$ cat src/rtl/simd3_pkg.sv
package simd3_pkg;
  localparam int INSN_W = 32;
  localparam int IDX_W  = 5;
  localparam int SZ_W   = 2;
  localparam int OPC_W  = 5;
  localparam int CLS_W  = 3;

  localparam int CLS_RSV  = 0;
  localparam int CLS_NIMP = 1;
  localparam int CLS_EXEC = 2;

  typedef struct packed {
    logic [IDX_W-1:0] rd;
    logic [IDX_W-1:0] rn;
    logic [IDX_W-1:0] rm;
    logic [SZ_W-1:0]  size;
    logic             var_u;
    logic             full;
    logic [OPC_W-1:0] opc;
    logic [CLS_W-1:0] cls;
  } simd3_dec_t;
endpackage

$ cat src/rtl/simd3_fields.sv
module simd3_fields
  import simd3_pkg::*;
#(
  parameter int FULL_BIT = 30,
  parameter int VAR_BIT  = 29,
  parameter int SZ_LSB   = 22,
  parameter int RM_LSB   = 16,
  parameter int OPC_LSB  = 11,
  parameter int RN_LSB   = 5,
  parameter int RD_LSB   = 0
) (
  input  logic [INSN_W-1:0] insn,
  output logic [IDX_W-1:0]  rd,
  output logic [IDX_W-1:0]  rn,
  output logic [IDX_W-1:0]  rm,
  output logic [SZ_W-1:0]   size,
  output logic              var_u,
  output logic              full,
  output logic [OPC_W-1:0]  opc
);
  assign rd    = insn[RD_LSB  +: IDX_W];
  assign rn    = insn[RN_LSB  +: IDX_W];
  assign rm    = insn[RM_LSB  +: IDX_W];
  assign size  = insn[SZ_LSB  +: SZ_W];
  assign opc   = insn[OPC_LSB +: OPC_W];
  assign var_u = insn[VAR_BIT];
  assign full  = insn[FULL_BIT];
endmodule

$ cat src/rtl/simd3_classify.sv
module simd3_classify
  import simd3_pkg::*;
(
  input  logic [OPC_W-1:0] opc,
  input  logic [SZ_W-1:0]  size,
  input  logic             var_u,
  input  logic             full,
  output logic [CLS_W-1:0] cls
);
  localparam int NOPC = 1 << OPC_W;
  // membership masks indexed by operation code
  localparam logic [NOPC-1:0] ELEM_LIMITED = NOPC'(32'h000C_F015);
  localparam logic [NOPC-1:0] WIDE_LIMITED = NOPC'(32'h0000_0F22);
  localparam logic [OPC_W-1:0] OPC_MULPOLY = OPC_W'(5'h13);
  localparam logic [OPC_W-1:0] OPC_DBLHIGH = OPC_W'(5'h16);
  localparam logic [SZ_W-1:0]  SZ_MAX      = {SZ_W{1'b1}};

  logic sz_top, sz_zero, narrow_top;

  assign sz_top     = (size == SZ_MAX);
  assign sz_zero    = (size == '0);
  assign narrow_top = sz_top && !full;

  always_comb begin
    cls = '0;
    if (opc == OPC_MULPOLY && var_u && !sz_zero) begin
      cls[CLS_RSV] = 1'b1;
    end else if (ELEM_LIMITED[opc]) begin
      if (sz_top) cls[CLS_RSV]  = 1'b1;
      else        cls[CLS_NIMP] = 1'b1;
    end else if (WIDE_LIMITED[opc]) begin
      if (narrow_top) cls[CLS_RSV]  = 1'b1;
      else            cls[CLS_NIMP] = 1'b1;
    end else if (opc == OPC_DBLHIGH) begin
      if (sz_top || sz_zero) cls[CLS_RSV]  = 1'b1;
      else                   cls[CLS_NIMP] = 1'b1;
    end else begin
      if (narrow_top) cls[CLS_RSV]  = 1'b1;
      else            cls[CLS_EXEC] = 1'b1;
    end
  end
endmodule

$ cat src/rtl/simd3_slice.sv
module simd3_slice #(
  parameter int W = 8
) (
  input  logic         clk,
  input  logic         rst_n,
  input  logic         in_valid,
  input  logic [W-1:0] in_data,
  input  logic         out_ready,
  output logic         out_valid,
  output logic [W-1:0] out_data
);
  logic         vld_q, vld_d;
  logic         load_en;
  logic [W-1:0] dat_q;

  assign load_en = in_valid && out_ready;

  always_comb begin
    vld_d = vld_q;
    if (out_ready) vld_d = in_valid;
  end

  always_ff @(posedge clk or negedge rst_n) begin
    if (!rst_n) vld_q <= 1'b0;
    else        vld_q <= vld_d;
  end

  always_ff @(posedge clk) begin
    if (load_en) dat_q <= in_data;
  end

  assign out_valid = vld_q;
  assign out_data  = dat_q;
endmodule

$ cat src/rtl/simd3_decoder.sv
module simd3_decoder
  import simd3_pkg::*;
(
  input  logic              clk,
  input  logic              rst_n,
  input  logic [INSN_W-1:0] insn,
  input  logic              in_valid,
  input  logic              out_ready,
  output logic [IDX_W-1:0]  dec_rd,
  output logic [IDX_W-1:0]  dec_rn,
  output logic [IDX_W-1:0]  dec_rm,
  output logic [SZ_W-1:0]   dec_size,
  output logic              dec_var,
  output logic              dec_full,
  output logic [OPC_W-1:0]  dec_opc,
  output logic [CLS_W-1:0]  dec_class,
  output logic              out_valid,
  output logic [IDX_W-1:0]  reg_rd,
  output logic [IDX_W-1:0]  reg_rn,
  output logic [IDX_W-1:0]  reg_rm,
  output logic [SZ_W-1:0]   reg_size,
  output logic              reg_var,
  output logic              reg_full,
  output logic [OPC_W-1:0]  reg_opc,
  output logic [CLS_W-1:0]  reg_class
);
  localparam int DW = $bits(simd3_dec_t);

  simd3_dec_t now_d, held_q;

  simd3_fields u_fields (
    .insn  (insn),
    .rd    (dec_rd),
    .rn    (dec_rn),
    .rm    (dec_rm),
    .size  (dec_size),
    .var_u (dec_var),
    .full  (dec_full),
    .opc   (dec_opc)
  );

  simd3_classify u_class (
    .opc   (dec_opc),
    .size  (dec_size),
    .var_u (dec_var),
    .full  (dec_full),
    .cls   (dec_class)
  );

  always_comb begin
    now_d.rd    = dec_rd;
    now_d.rn    = dec_rn;
    now_d.rm    = dec_rm;
    now_d.size  = dec_size;
    now_d.var_u = dec_var;
    now_d.full  = dec_full;
    now_d.opc   = dec_opc;
    now_d.cls   = dec_class;
  end

  simd3_slice #(.W(DW)) u_slice (
    .clk       (clk),
    .rst_n     (rst_n),
    .in_valid  (in_valid),
    .in_data   (now_d),
    .out_ready (out_ready),
    .out_valid (out_valid),
    .out_data  (held_q)
  );

  assign reg_rd    = held_q.rd;
  assign reg_rn    = held_q.rn;
  assign reg_rm    = held_q.rm;
  assign reg_size  = held_q.size;
  assign reg_var   = held_q.var_u;
  assign reg_full  = held_q.full;
  assign reg_opc   = held_q.opc;
  assign reg_class = held_q.cls;
endmodule

$ cat config.mk
export PLATFORM = sky130hd
export DESIGN_NAME = simd3_decoder
export DESIGN_NICKNAME = d
export VERILOG_FILES = /design/src/rtl/simd3_pkg.sv /design/src/rtl/simd3_fields.sv /design/src/rtl/simd3_classify.sv /design/src/rtl/simd3_slice.sv /design/src/rtl/simd3_decoder.sv
export SDC_FILE = /design/constraint.sdc
export NUM_CORES = 1
export LEC_CHECK = 0
export BUFFER_PORTS_ARGS = -buffer_cell sky130_fd_sc_hd__buf_2
export CORE_AREA = 2 2 67 69
export DETAILED_ROUTE_END_ITERATION = 16
export DIE_AREA = 0 0 69 71
export PLACE_DENSITY = 0.67
export SYNTH_ARGS = -nofsm -noshare
export SYNTH_HDL_FRONTEND = slang
export SYNTH_SLANG_ARGS = --single-unit
export TNS_END_PERCENT = 50
$ cat constraint.sdc
create_clock -name clk -period 1.6 [get_ports clk]
set_clock_uncertainty 0.15 [all_clocks]
set_input_delay 0.24 -clock clk [delete_from_list [all_inputs] [get_ports clk]]
set_output_delay 0.24 -clock clk [all_outputs]
set_load 0.05 [all_outputs]
# Word level (Yosys, flattened, before mapping)
# Memories as Yosys holds them, arrays and structs flattened.
# Index checks and enable logic that the tools add are counted.
[op_classes] n_lt_le_gt_ge=1 eq_ne=3 muxes=17 reduce_logical=8
[op_table] op="two-way mux 1 bit" count=14
[op_table] op="equality test 5 bit, second input constant" count=2
[op_table] op="< comparator 5 x 6 -> 1 bit, second input constant" count=1
[op_table] op="two-way mux 2 bit" count=3
[op_table] op="logical AND 1 bit" count=4
[op_table] op="equality test 2 bit, second input constant" count=1
[op_table] op="zero test 1 bit" count=2
[op_table] op="zero test 2 bit" count=1
[op_table] op="logical OR 1 bit" count=1
[totals] regBits=28 rom_bits=64 in_bits=36 word_cells=33 memories=2
[memory_table] memory="(name not given)" depth=32 width=1 rd=1 rd_clocked_by_memory_dff=0 write_ports=0 line_no="simd3_classify.sv:28" text="end else if (ELEM_LIMITED[opc]) begin"
[memory_table] memory="(name not given)" depth=32 width=1 rd=1 rd_clocked_by_memory_dff=0 write_ports=0 line_no="simd3_classify.sv:31" text="end else if (WIDE_LIMITED[opc]) begin"

# Depth between registers and ports, before layout
# Gate-level depths: netlist of run 1.
[logic_depth] ltp_word=7 mapped_depth=5 mapped_depth_nobuf=5

# By module
# From an unflattened synthesis of run 1, not the netlist that was laid out.
[unflattened] hier_cells=78 area_unflattened_um2=1207.4
[by_module_without_submodules] module="simd3_slice" instances=1 cells_each=30 area_each_um2=858.3 seq_area_each_um2=835.8
[by_module_without_submodules] module="simd3_fields" instances=1 cells_each=24 area_each_um2=180.2 seq_area_each_um2=0.0
[by_module_without_submodules] module="simd3_classify" instances=1 cells_each=24 area_each_um2=168.9 seq_area_each_um2=0.0

# Least setup slack after synthesis of run 1
# No wires, ideal clock.
[synth_path] kind="input port to flip-flop" start="input port insn[11]" end="register u_slice.dat_q[2], in the netlist u_slice.out_data[2], data pin" setup_ns=0.411 arrival_ns=1.806 required_ns=1.039 slack_ns=-0.768 path_stages=4 path_cell_list="or2b_1 nand3_1 o21ai_0 nor3_1"
[synth_between] elab_chain_len=5
[synth_rtl] element="start: declaration" line_no="simd3_decoder.sv:6" text="input logic [INSN_W-1:0] insn,"
[synth_rtl] element="memory read (32 x 1 bit) / equality test 5 bit (equally long branches)"
[synth_rtl] element="two-way mux 1 bit, on equally long branches" line_no="simd3_classify.sv:31, simd3_classify.sv:34"
[synth_rtl] element="two-way mux 1 bit" line_no="simd3_classify.sv:31"
[synth_rtl] element="two-way mux 1 bit" line_no="simd3_classify.sv:28"
[synth_rtl] element="two-way mux 2 bit *" line_no="simd3_classify.sv:26" text="if (opc == OPC_MULPOLY && var_u && !sz_zero) begin"
[synth_rtl] element="named net dec_class[2]" line_no="simd3_decoder.sv:16" text="output logic [CLS_W-1:0] dec_class,"
[synth_rtl] element="end signal: assignment" line_no="simd3_slice.sv:29" text="if (load_en) dat_q <= in_data;"
[synth_rtl] element="end: declaration" line_no="simd3_slice.sv:14" text="logic [W-1:0] dat_q;"
# The timed path passes the listed nets; every way through them passes the cells marked *. The select of a mux whose other input is x is not followed.
# A chain may end at the register's enable or synchronous reset.

# Worst setup path after layout of run 1
[layout_path] start="input port insn[23]" end="output port dec_class[1]"
[layout_between] elab_chain_len=7
[layout_rtl] element="equality test 2 bit / zero test 2 bit (equally long branches)" line_no="simd3_classify.sv:20, simd3_classify.sv:21"
[layout_rtl] element="logical OR 1 bit" line_no="simd3_classify.sv:35" text="if (sz_top || sz_zero) cls[CLS_RSV] = 1'b1;"
[layout_rtl] element="two-way mux 1 bit" line_no="simd3_classify.sv:35"
[layout_rtl] element="two-way mux 1 bit" line_no="simd3_classify.sv:34" text="end else if (opc == OPC_DBLHIGH) begin"
[layout_rtl] element="two-way mux 2 bit" line_no="simd3_classify.sv:31"
[layout_rtl] element="two-way mux 2 bit" line_no="simd3_classify.sv:28"
[layout_rtl] element="two-way mux 2 bit *" line_no="simd3_classify.sv:26"
[layout_rtl] element="end: declaration" line_no="simd3_decoder.sv:16"
# Mark *: on every way between the ends. The rest lies on a longest branch, timed or not.

==> impl_metrics.csv, run 1 <==
group,metric,value,unit
synth,synth_adder_area_share,2.08,%
synth,synth-simple-area-share,7.17,%
timing,drv_slew,0,
synth,yosys.cell_count.top_type,"edfxtp_1",
status,outcome,"finished with violations",
synth,synth_top_area_share,67.4,%
timing,slew_headroom,80.5,%
placement,hpwlAfterDp,2.00,mm
worst_setup_path,cp-end-kind,"output port",
timing,setup_viol,3,
synth,synth-compound-area-share,3.64,%
synth,synth_edf_count,27,
floorplanning,design.core.area,4200,um^2
finish,num-nets-final,197,
synth,synthesis.nets,117,
clocking,clockBufferDepth,2,
placement,pre_cts_slack,-435,ps
timing,tns,-626,ps
pwr,leakagePower,0.837,nW
run,max_cap_violations,0,
routing,via_count,877,
synth,seq_area_frac_synth,69.4,%
synth,synth_commonest_cells,"edfxtp_1, buf_4, inv_1, nand2_1, nand2b_1",
synth,syn-cell-area,1200,um^2
synth,avgSynthCellArea,15.2,um^2
floorplanning,fp.dieW,69,um
timing,post-route-min-period,1850,ps
routing,wire_per_inst,11.9,um
synth,muxShareOfSynthArea,1.77,%
floorplanning,rows,24,
finish,area_delta_synth_final,55.1,%
synth,synth_xor_area_share,0,%
clocking,cts_sinks,28,
synth,synthDistinctLibCells,23,
worst_setup_path,cp-start-kind,"input pin",
synth,yosysWarnings,0,
floorplanning,die_area,4900,um^2
finish,antenna_cells,0,
grt,grt_start_max_net_pins,24,
synth,synth_cells,79,
floorplanning,initial_core_util,28.6,%
timing,grt_setup_unrepaired,"true",
routing,drt_first_pass_iters,2,
synth,ys_ff_latch,28,
finish,drive_gt1_share,72.2,%
synth,async_reset_ff_share,3.57,%
worst_setup_path,critPathArrivalTime,1460,ps
status,violations,"negative setup slack",
timing,period_share,116,%
grt,grt_pass1_wl,3.76,mm
timing,fmax,539,MHz
timing,finalHoldViolCount,0,
routing,drc,0,
worst_setup_path,timing_worst_setup_path_type,"input pin to output port",
floorplanning,floorplan.die.height,71,um
synth,synth_top_family_by_area,"buffers and inverters",
routing,ant_nets,0,
routing,drt_iter0_drc,82,
clocking,h-tree-depth,1,
floorplanning,pin_count,91,
routing,drt-total-wl,2.51,mm
clocking,cts_tree,"yes",
timing,tightest_slew,292,ps
timing,fin_ws,-255,ps
clocking,cts_inserted_buffers,3,
synth,yosys-top-cells-area,"edfxtp_1, buf_4, dfrtp_1, ha_1, nand2b_1",
synth,yosysTopAreaCell,"edfxtp_1",
placement,globalplace.congestion,0.725,
finish,fin_util,44.4,%
clocking,clk_latency,260,ps
worst_setup_path,worstPathRequired,1210,ps
grt,grt_pass1_vias,784,
grt,grtUsageTotal,9.66,%
pwr,powerDensity,1070,nW/um^2
min_path,hp-class,"input pin to flip-flop",
grt,antenna_found_initial,0,
pwr,power.total,0.00200,W
routing,vias_per_cell,4.18,
worst_setup_path,crit_fanout,2,
clocking,clkTransAtPathRegs,90,ps
synth,synth_top_flop_cell,"edfxtp_1",
pwr,vdd_drop_max,0.408,mV
grt,grt-ovfl-total,0,
placement,port_buffers,82,
clocking,clock-root-buffer,"clkbuf_8",
sequential cells by signal (all words and copies together), names as in the netlist:
| name | count |
|---|---|
| u_slice.out_valid | 1 |
| u_slice.out_data | 27 |
layout by cell type (no fill, tap or decap), types with 2 or more instances in the layout:
cell and count:
inv_4 2, edfxtp_1 27, nand2b_1 3, clkbuf_8 3, buf_6 3, buf_8 5, buf_4 14, dlygate4sd3_1 3
nand2_1 2, buf_2 73
critical path, cell delays in order:
cell and delay [ps]:
buf_8 80, inv_4 30, ha_4 240, or4b_4 450, a21bo_1 200, a21o_4 100, buf_8 140
routing by layer:
layer	global-route usage (%)	vias to the layer above	wire (um)
li1	-	417	-
met1	11.0	398	913
met2	17.5	56	1290
met3	2.14	6	242
met4	3.92	0	60
met5	0	-	0
path summary, 6_finish.rpt:
| path | end | cells after the start | start | slack, ps |
|---|---|---|---|---|
| worst max-delay path | dec_class[1] | 7 | insn[23] | -250 |
| worst min-delay path | u_slice.out_data[13]$_DFFE_PP_ | 1 | insn[17] | 7 |
| worst max register to register | u_slice.out_valid$_DFFE_PN0P_ | 1 | u_slice.out_valid$_DFFE_PN0P_ | 700 |
| worst min register to register | u_slice.out_valid$_DFFE_PN0P_ | 1 | u_slice.out_valid$_DFFE_PN0P_ | 370 |
| max in group asynchronous | u_slice.out_valid$_DFFE_PN0P_ | 2 | rst_n | 1100 |
| min in group asynchronous | u_slice.out_valid$_DFFE_PN0P_ | 2 | rst_n | 120 |
timing repair:
action                     CTS  global route
setup endpoints to repair    3             3
setup buffers                1             1
hold buffers                 1             2
hold endpoints to repair     1             2
resized for setup           13            14
pin swaps                    1             4
cell type report:
type | instances | area (um^2)
fillers | 365 | 2340
well taps | 52 | 65.1
clock buffers | 3 | 41.3
flip-flops and latches | 28 | 836
repair buffers | 99 | 629
clock inverters | 1 | 30.0
multi-input cells | 24 | 249
inverters | 3 | 16.3
stage by stage:
| stage | hold slack [ps] | instance area [um^2] | instances |
|---|---|---|---|
| CTS | 0.339 | 1790 | 207 |
| global placement | -134 | 1650 | 201 |
| global route | 0.0647 | 1870 | 210 |
| finish | 7.19 | 1870 | 210 |
| detailed placement | -134 | 1650 | 201 |
| floorplan | -206 | 1260 | 79 |
cell families (layout without fill, tap and decap cells):
| group | count (synthesis) | after routing |
|---|---|---|
| DFF | 28 | 28 |
| buffers and inverters | 27 | 106 |
| and+or+nand+nor | 14 | 14 |
| AOI/OAI and AO/OA | 6 | 6 |
| adders and majority gates | 2 | 2 |
| muxes | 2 | 2 |
report_power, final:
group	switching [W]	leakage [nW]	internal, W
logic	0.000424	0.537	0.000171
clock network	0.000196	0.0357	0.000334
registers	0.0000108	0.264	0.000860
total	0.000631	0.837	0.00137
Power figures use the tool's default switching activity.
==> inputs of run 2 (changes only) <==
Settings changed: CTS_CLUSTER_SIZE from default to 12, SKIP_CTS_REPAIR_TIMING from default to 1, TNS_END_PERCENT 50 to default.
==> run 2 against run 1 <==
Against the previous run:
- the run still ends with negative setup slack left
- via count shrank 1.4%
- total power fell by 8.4%
- sequential power barely moved
- non-clock buffer count shrank 2
- utilization fell by 1.1 points
- global-route usage grew 0.36 points
- count of clock-buffer cells in the layout grew 1
- sequential share of layout area is 1.1 points higher
- worst hold slack improved by 2.4 ps
- clock power fell by 31%
- fmax fell by 1.2%
- first-iteration DRC count shrank 39%
==> impl_metrics.csv, run 2 (synthesized netlist as in run 1, its figures left out) <==
group,metric,value,unit
min_path,hp-class,"input pin to flip-flop",
grt,grt-ovfl-total,0,
clocking,h-tree-depth,1,
floorplanning,rows,24,
worst_setup_path,crit_path_cell_trace,"buf_8 > inv_8 > ha_4 > or4b_4 > a21bo_1 > a21o_4 > buf_8",
worst_setup_path,cp-start-kind,"input pin",
floorplanning,pin_count,91,
finish,fin_util,43.3,%
grt,antenna_found_initial,0,
finish,drive_gt1_share,72.4,%
worst_setup_path,cp_num_buf_inv,3,
routing,drc,0,
finish,final_cell_mix,"buf_2, edfxtp_1, buf_4",
routing,vias_per_cell,4.16,
timing,grt_setup_unrepaired,"true",
finish,area_delta_synth_final,51.2,%
floorplanning,floorplan.die.height,71,um
worst_setup_path,crit_family,"simple AND/OR/NAND/NOR gates",
grt,grtUsageTotal,10.0,%
timing,hold_slack,9.55,ps
routing,drt_iter0_drc,50,
timing,fin_ws,-277,ps
routing,wire_per_inst,12.1,um
routing,via_count,865,
timing,finalHoldViolCount,0,
finish,antenna_cells,0,
worst_setup_path,crit_fanout,4,
timing,fmax,533,MHz
placement,hpwlAfterDp,2.08,mm
routing,drt-total-wl,2.52,mm
pwr,powerDensity,1000,nW/um^2
status,outcome,"finished with violations",
clocking,clockBufferDepth,2,
pwr,vdd_drop_max,0.337,mV
grt,grt_pass1_wl,3.82,mm
floorplanning,fp.dieW,69,um
worst_setup_path,worstPathRequired,1210,ps
worst_setup_path,critPathArrivalTime,1490,ps
timing,post-route-min-period,1880,ps
finish,finalNonFillerCells,208,
finish,largest_reg_flops,27,
floorplanning,initial_core_util,28.6,%
worst_setup_path,path_common_cell,"buf_8",
floorplanning,design.core.area,4200,um^2
finish,num-nets-final,195,
worst_setup_path,timing_worst_setup_path_type,"input pin to output port",
routing,drt_first_pass_iters,2,
worst_setup_path,slowest_stage,"or4b_4",
pwr,power.total,0.00183,W
clocking,clk_latency,260,ps
clocking,clkTransAtPathRegs,90,ps
timing,setup_viol,3,
placement,place_inst,201,
run,max_cap_violations,0,
floorplanning,die_area,4900,um^2
clocking,cts_sinks,28,
clocking,cts_inserted_buffers,3,
clocking,cts_tree,"yes",
placement,port_buffers,82,
timing,drv_slew,0,
timing,slew_headroom,82.6,%
pwr,leakagePower,0.814,nW
finish,final_common_cell,"buf_2",
placement,globalplace.congestion,0.707,
status,violations,"negative setup slack",
timing,period_share,117,%
routing,ant_nets,0,
worst_setup_path,cp-end-kind,"output port",
grt,grt_pass1_vias,808,
worst_setup_path,cpPeakStageDelay,440,ps
clocking,clock-root-buffer,"clkbuf_8",
grt,grt_start_max_net_pins,28,
timing,tightest_slew,263,ps
[run 2: area by class of cell]
class                           count  area (um^2)
Multi-Input combinational cell     24          249
Inverter                            3         23.8
Sequential cell                    28          836
Tap cell                           52         65.1
Clock buffer                        4         45.0
Timing Repair Buffer               97          602
Fill cell                         390         2380
[run 2: path summary, 6_finish.rpt]
kind,from,endpoint,slack [ps],depth (start not counted)
worst min register to register,u_slice.out_valid$_DFFE_PN0P_,u_slice.out_valid$_DFFE_PN0P_,390,1
worst max register to register,u_slice.out_valid$_DFFE_PN0P_,u_slice.out_valid$_DFFE_PN0P_,690,1
max in group asynchronous,rst_n,u_slice.out_valid$_DFFE_PN0P_,1090,2
min in group asynchronous,rst_n,u_slice.out_valid$_DFFE_PN0P_,130,2
worst min-delay path,insn[16],u_slice.out_data[12]$_DFFE_PP_,10,1
worst max-delay path,insn[22],dec_class[1],-280,7
[run 2: where the power goes]
part | switching, W | total, W | internal [W]
combinational | 0.000424 | 0.000589 | 0.000165
sequential | 0.0000115 | 0.000872 | 0.000860
clock | 0.000191 | 0.000368 | 0.000178
total | 0.000627 | 0.00183 | 0.00120
[run 2: per-stage QoR]
step | setup TNS (ps) | setup slack, ps | cell area (um^2)
floorplan | -245 | -88.5 | 1280
global route | -830 | -303 | 1820
finish | -685 | -277 | 1820
global placement | -1350 | -456 | 1680
CTS | -1090 | -472 | 1730
detailed placement | -1370 | -468 | 1680
[run 2: metal layers]
| metal | share of wire, % | GRT usage (%) |
|---|---|---|
| met5 | 0 | 0 |
| met4 | 1.3 | 5.23 |
| met3 | 11 | 3.85 |
| met2 | 50 | 16.5 |
| met1 | 38 | 11.4 |
